==> config.mk <==
export PLATFORM = sky130hd
export DESIGN_NAME = cfg_regbuf
export DESIGN_NICKNAME = d
export VERILOG_FILES = /design/src/rtl/cfg_regbuf_pkg.sv /design/src/rtl/cfg_regbuf_rstsync.sv /design/src/rtl/cfg_regbuf_map.sv /design/src/rtl/cfg_regbuf_parity.sv /design/src/rtl/cfg_regbuf.sv
export SDC_FILE = /design/constraint.sdc
export NUM_CORES = 1
export LEC_CHECK = 0
export BUFFER_PORTS_ARGS = -buffer_cell sky130_fd_sc_hd__buf_2
export CAP_MARGIN = 20
export CORE_ASPECT_RATIO = 0.7
export CORE_MARGIN = 8
export CORE_UTILIZATION = 55
export DETAILED_ROUTE_END_ITERATION = 8
export PLACE_DENSITY_LB_ADDON = 0.2
export SLEW_MARGIN = 20
export SYNTH_ARGS = -nofsm -noshare
export SYNTH_HDL_FRONTEND = slang
export SYNTH_HIERARCHICAL = 1
export SYNTH_SLANG_ARGS = --single-unit
==> constraint.sdc <==
create_clock -name clk -period 3.6 [get_ports clk]
set_input_delay 0.72 -clock clk [delete_from_list [all_inputs] [get_ports clk]]
set_output_delay 0.72 -clock clk [all_outputs]
set_load 0.1 [all_outputs]
==> src/rtl/cfg_regbuf_pkg.sv <==
package cfg_regbuf_pkg;

  typedef enum logic [1:0] {
    MODE_WIDE     = 2'b00,
    MODE_STACK    = 2'b01,
    MODE_INTLV    = 2'b10,
    MODE_WIDE_ALT = 2'b11
  } mode_e;

  function automatic logic mode_is_split(mode_e m);
    return (m == MODE_STACK) || (m == MODE_INTLV);
  endfunction

endpackage

==> src/rtl/cfg_regbuf_rstsync.sv <==
module cfg_regbuf_rstsync #(
  parameter int STAGES = 2
) (
  input  logic clk,
  input  logic rst_n,
  output logic rst_sync
);

  logic [STAGES-1:0] chain;

  always_ff @(posedge clk or negedge rst_n) begin
    if (!rst_n) chain <= '0;
    else        chain <= {chain[STAGES-2:0], 1'b1};
  end

  assign rst_sync = chain[STAGES-1];

endmodule

==> src/rtl/cfg_regbuf_map.sv <==
module cfg_regbuf_map
  import cfg_regbuf_pkg::*;
#(
  parameter int WIDE_W   = 25,
  parameter int NARROW_W = 14,
  parameter int OUT_W    = 28
) (
  input  mode_e              mode,
  input  logic [WIDE_W-1:0]  data,
  output logic [OUT_W-1:0]   q
);

  for (genvar j = 0; j < OUT_W; j++) begin : g_bit
    logic wide_bit, stack_bit, intlv_bit;

    if (j < WIDE_W) begin : g_wide
      assign wide_bit = data[j];
    end else begin : g_wide_pad
      assign wide_bit = 1'b0;
    end

    if (j < 2 * NARROW_W) begin : g_split
      assign stack_bit = data[j % NARROW_W];
      assign intlv_bit = data[j / 2];
    end else begin : g_split_pad
      assign stack_bit = 1'b0;
      assign intlv_bit = 1'b0;
    end

    assign q[j] = (mode == MODE_STACK) ? stack_bit :
                  (mode == MODE_INTLV) ? intlv_bit : wide_bit;
  end

endmodule

==> src/rtl/cfg_regbuf_parity.sv <==
module cfg_regbuf_parity #(
  parameter int W = 25
) (
  input  logic         clk,
  input  logic         rst_sync,
  input  logic         en,
  input  logic [W-1:0] data,
  input  logic         par,
  output logic         pchk
);

  always_ff @(posedge clk or negedge rst_sync) begin
    if (!rst_sync)  pchk <= 1'b0;
    else if (en)    pchk <= (^data) ^ par;
  end

endmodule

==> src/rtl/cfg_regbuf.sv <==
module cfg_regbuf
  import cfg_regbuf_pkg::*;
#(
  parameter int WIDE_W      = 25,
  parameter int NARROW_W    = 14,
  parameter int SYNC_STAGES = 2,
  localparam int OUT_W = (2 * NARROW_W > WIDE_W) ? 2 * NARROW_W : WIDE_W
) (
  input  logic              clk,
  input  logic              rst_n,
  input  logic [1:0]        cfg_mode,
  input  logic              cs0_n,
  input  logic              cs1_n,
  input  logic [WIDE_W-1:0] d_in,
  input  logic              par_in,
  output logic [OUT_W-1:0]  q_out,
  output logic              pchk_out,
  output logic              err_n
);

  mode_e             mode;
  logic              split;
  logic              rst_int;
  logic              en;
  logic [WIDE_W-1:0] masked;
  logic [WIDE_W-1:0] dcap;
  logic              par_q;

  assign mode  = mode_e'(cfg_mode);
  assign split = mode_is_split(mode);
  assign en    = !(cs0_n && cs1_n);

  cfg_regbuf_rstsync #(.STAGES(SYNC_STAGES)) u_rstsync (
    .clk      (clk),
    .rst_n    (rst_n),
    .rst_sync (rst_int)
  );

  // Upper inputs are cut off in the one-to-two modes.
  for (genvar i = 0; i < WIDE_W; i++) begin : g_mask
    if (i < NARROW_W) begin : g_keep
      assign masked[i] = d_in[i];
    end else begin : g_gate
      assign masked[i] = d_in[i] & ~split;
    end
  end

  always_ff @(posedge clk or negedge rst_int) begin
    if (!rst_int) begin
      dcap  <= '0;
      par_q <= 1'b0;
    end else if (en) begin
      dcap  <= masked;
      par_q <= par_in;
    end
  end

  cfg_regbuf_map #(.WIDE_W(WIDE_W), .NARROW_W(NARROW_W), .OUT_W(OUT_W)) u_map (
    .mode (mode),
    .data (dcap),
    .q    (q_out)
  );

  cfg_regbuf_parity #(.W(WIDE_W)) u_parity (
    .clk      (clk),
    .rst_sync (rst_int),
    .en       (en),
    .data     (dcap),
    .par      (par_q),
    .pchk     (pchk_out)
  );

  assign err_n = ~pchk_out;


  always @(negedge clk) begin
    if (rst_n === 1'b0) begin
      reset_clear_chk: assert (q_out == '0 && pchk_out == 1'b0 && err_n == 1'b1);
    end
  end


  hold_when_idle_chk: assert property (@(posedge clk) disable iff (!rst_int)
    (cs0_n && cs1_n) |=> ($stable(q_out) && $stable(pchk_out) && $stable(err_n)));


  capture_when_sel_chk: assert property (@(posedge clk) disable iff (!rst_int)
    (!cs0_n || !cs1_n) |=> (dcap == $past(masked)));


  split_upper_zero_chk: assert property (@(posedge clk) disable iff (!rst_int)
    split |-> (dcap[WIDE_W-1:NARROW_W] == '0));


  stack_dup_chk: assert property (@(posedge clk) disable iff (!rst_int)
    (mode == MODE_STACK) |-> (q_out[NARROW_W-1:0] == q_out[2*NARROW_W-1:NARROW_W]));

  for (genvar k = 0; k < NARROW_W; k++) begin : g_intlv_chk

    intlv_pair_chk: assert property (@(posedge clk) disable iff (!rst_int)
      (mode == MODE_INTLV) |-> (q_out[2*k] == q_out[2*k+1]));
  end

endmodule

==> reports/metrics.yaml <==
worst_setup_path:
  end_kind: "primary output"
  crit_type: "in2out"
  cp-start-kind: "input port"
  crit_arrival_ns: 2.13
  crit_fanout: 15
  worst_ep_required_time_ns: 2.88
timing:
  worst_clock_skew_ns: 0.003530
  worst_slack_ns: 0.7536
  period_minus_slack_ns: 2.846
  hold_violations: 0
  fmax_mhz: 351.3
  grt_setup_unrepaired: "false"
  drv_slew: 0
  max_slew_margin_pct: 38.17
  setup_tns_ns: 0
  finalSetupViolCount: 0
  fin_crit_sh_pct: 79.07
  worst_pin_slew_ns: 0.9208
clock_tree:
  cts_root_buf: "clkbuf_8"
  holdBufCountCts: 0
  cts_tree: "done"
  cts_sinks: 29
  cts.clk_slew.worst_paths_ns: 0.06
  cts_setup_buffers: 0
  clock_latency_ns: 0.29
  cts-resized-gates: 0
  cts_max_level: 2
  clock_path_buffers: 2
  numCtsBuffers: 5
global_routing:
  antenna_found_initial: 0
  grt_usage_pct: 17.30
  globalRouteOverflowTotal: 0
  grt_pass1_wl_um: 7762
  grt_pass1_vias: 1547
  grt_max_degree: 29
synth:
  yosysUniqueCellTypes: 26
  yosysSeqAreaShare_pct: 35.24
  synth-warning-count: 6
  syn_inst: 161
  netlist_area_um2: 2059
  syn_avg_cell_area_um2: 12.79
  synth-seq-cells: 29
  syn_nets: 193
floorplanning:
  core_um2: 3558
  pin_count: 62
  die_h_um: 67.20
  die_w_um: 89.14
  start_util_pct: 57.88
  num_rows: 18
  fp.dieArea_um2: 5990
worst_hold_path:
  hold_path.class: "in2async"
placement:
  dp_hpwl_um: 3663
  finalWeightedCongestion: 0.7492
  port_buffers: 61
  place_ws_ns: 0.7552
finish:
  n_antenna_cell: 0
  drive_above_1_share_pct: 52.29
  area_delta_synth_final_pct: 17.92
  fin_nets: 249
drt:
  vias_per_cell: 5.347
  drt_iter0_markers: 78
  drt_first_pass_iters: 4
  wirelength_um: 4927
  ant_nets: 0
  drc: 0
  vias: 1433
  wire_per_inst_um: 18.38
outcome:
  status: "complete, no violations"
job:
  cap_violations: 0
pwr:
  ir_worst_vdd_mv: 0.3344
  leakagePower_nw: 1.292
  power-per-cell-area_nw_per_um2: 590.2
-- synth_stat cells --
cell type / n / area share (%)
mux2i_1: 33 / 16
buf_2: 3 / 0.73
xnor2_2: 1 / 0.79
and3_1: 11 / 3.3
mux2_2: 7 / 3.8
clkbuf_1: 2 / 0.36
nand2_1: 1 / 0.18
conb_1: 1 / 0.18
nor2b_4: 1 / 0.67
o2bb2ai_1: 1 / 0.43
dfrtp_1: 29 / 35
inv_1: 1 / 0.18
nor2b_1: 1 / 0.30
a21oi_1: 1 / 0.24
xor2_1: 2 / 0.85
o21a_1: 1 / 0.36
xnor2_1: 19 / 8.1
a31o_2: 11 / 4.7
nand2b_4: 1 / 0.67
mux2_4: 21 / 15
nor2_1: 1 / 0.18
buf_6: 7 / 3.8
buf_4: 1 / 0.36
xnor3_1: 2 / 2.2
nand2_4: 1 / 0.55
a22o_1: 1 / 0.43
-- layout by cell type (no fill, tap or decap), types with 2 or more instances in the layout --
cell	n
mux2i_1	33
mux2_2	7
xnor2_1	19
xnor3_1	2
mux2_4	21
clkbuf_8	7
buf_2	61
a31o_2	11
xor2_1	2
dfrtp_1	28
and3_1	11
-- flip-flops by register name (all words and copies together) (netlist names) --
signal / count
dcap: 25
par_q: 1
u_parity/pchk: 1
u_rstsync/chain: 2
-- report_power, final --
group	internal (mW)	switching (mW)
Clock	0.172	0.121
Combinational	0.228	0.497
Sequential	0.360	0.0543
Total	0.761	0.673
-- metrics by stage --
step	hold slack (ns)	area (um^2)	power, mW	cells	utilization, %
floorplan	0.3312	2059	1.043	161	-
global placement	0.3389	2326	1.131	260	65.37
detailed placement	0.3411	2326	1.144	260	65.37
CTS	0.2037	2427	1.440	268	68.21
global route	0.2025	2429	1.488	268	68.25
finish	0.2070	2429	1.433	268	68.25
-- routing by layer --
layer	routed length, um	global-route usage, %
met5	0	0
met4	47	6.598
met3	400	7.030
met2	2330	27.90
met1	2148	20.38
-- logic make-up (layout without fill, tap and decap cells) --
family                 count (synthesis)  count (layout)  synth area share (%)
AO/OA/AOI/OAI                         15              15                 6.136
XOR/XNOR                              24              24                 11.91
buffers and inverters                 14              71                 5.468
flip-flops                            29              29                 35.24
multiplexers                          61              61                 35.18
other                                  1               1                0.1821
AND/OR/NAND/NOR                       17              17                 5.893
-- critical path, cell delays in order --
cell     delay [ns]
buf_2          0.33
buf_4          0.32
mux2i_1        0.12
mux2i_1        0.17
buf_2          0.46
-- final timing paths --
path                                    start                  to  slack (ns)  cells past startpoint
setup / recovery                  cfg_mode[1]           q_out[18]        0.75                      5
hold / removal                          rst_n  u_rstsync/chain[0]        0.21                      1
setup reg to reg                      dcap[3]       u_parity/pchk        1.84                      5
hold reg to reg            u_rstsync/chain[1]             dcap[0]        0.28                      0
max in group asynchronous  u_rstsync/chain[1]             dcap[3]        2.93                      0
min in group clk           u_rstsync/chain[0]  u_rstsync/chain[1]        0.35                      0
-- area by class of cell --
| class | instances | area [um^2] |
|---|---|---|
| clock buffer | 7 | 96.34 |
| clock inverter | 1 | 5.005 |
| fill | 295 | 1130 |
| inverter | 1 | 3.754 |
| multi-input combinational | 118 | 1221 |
| sequential | 29 | 726.9 |
| tap | 50 | 62.56 |
| timing repair buffer | 62 | 312.8 |
Power figures use the tool's default switching activity.
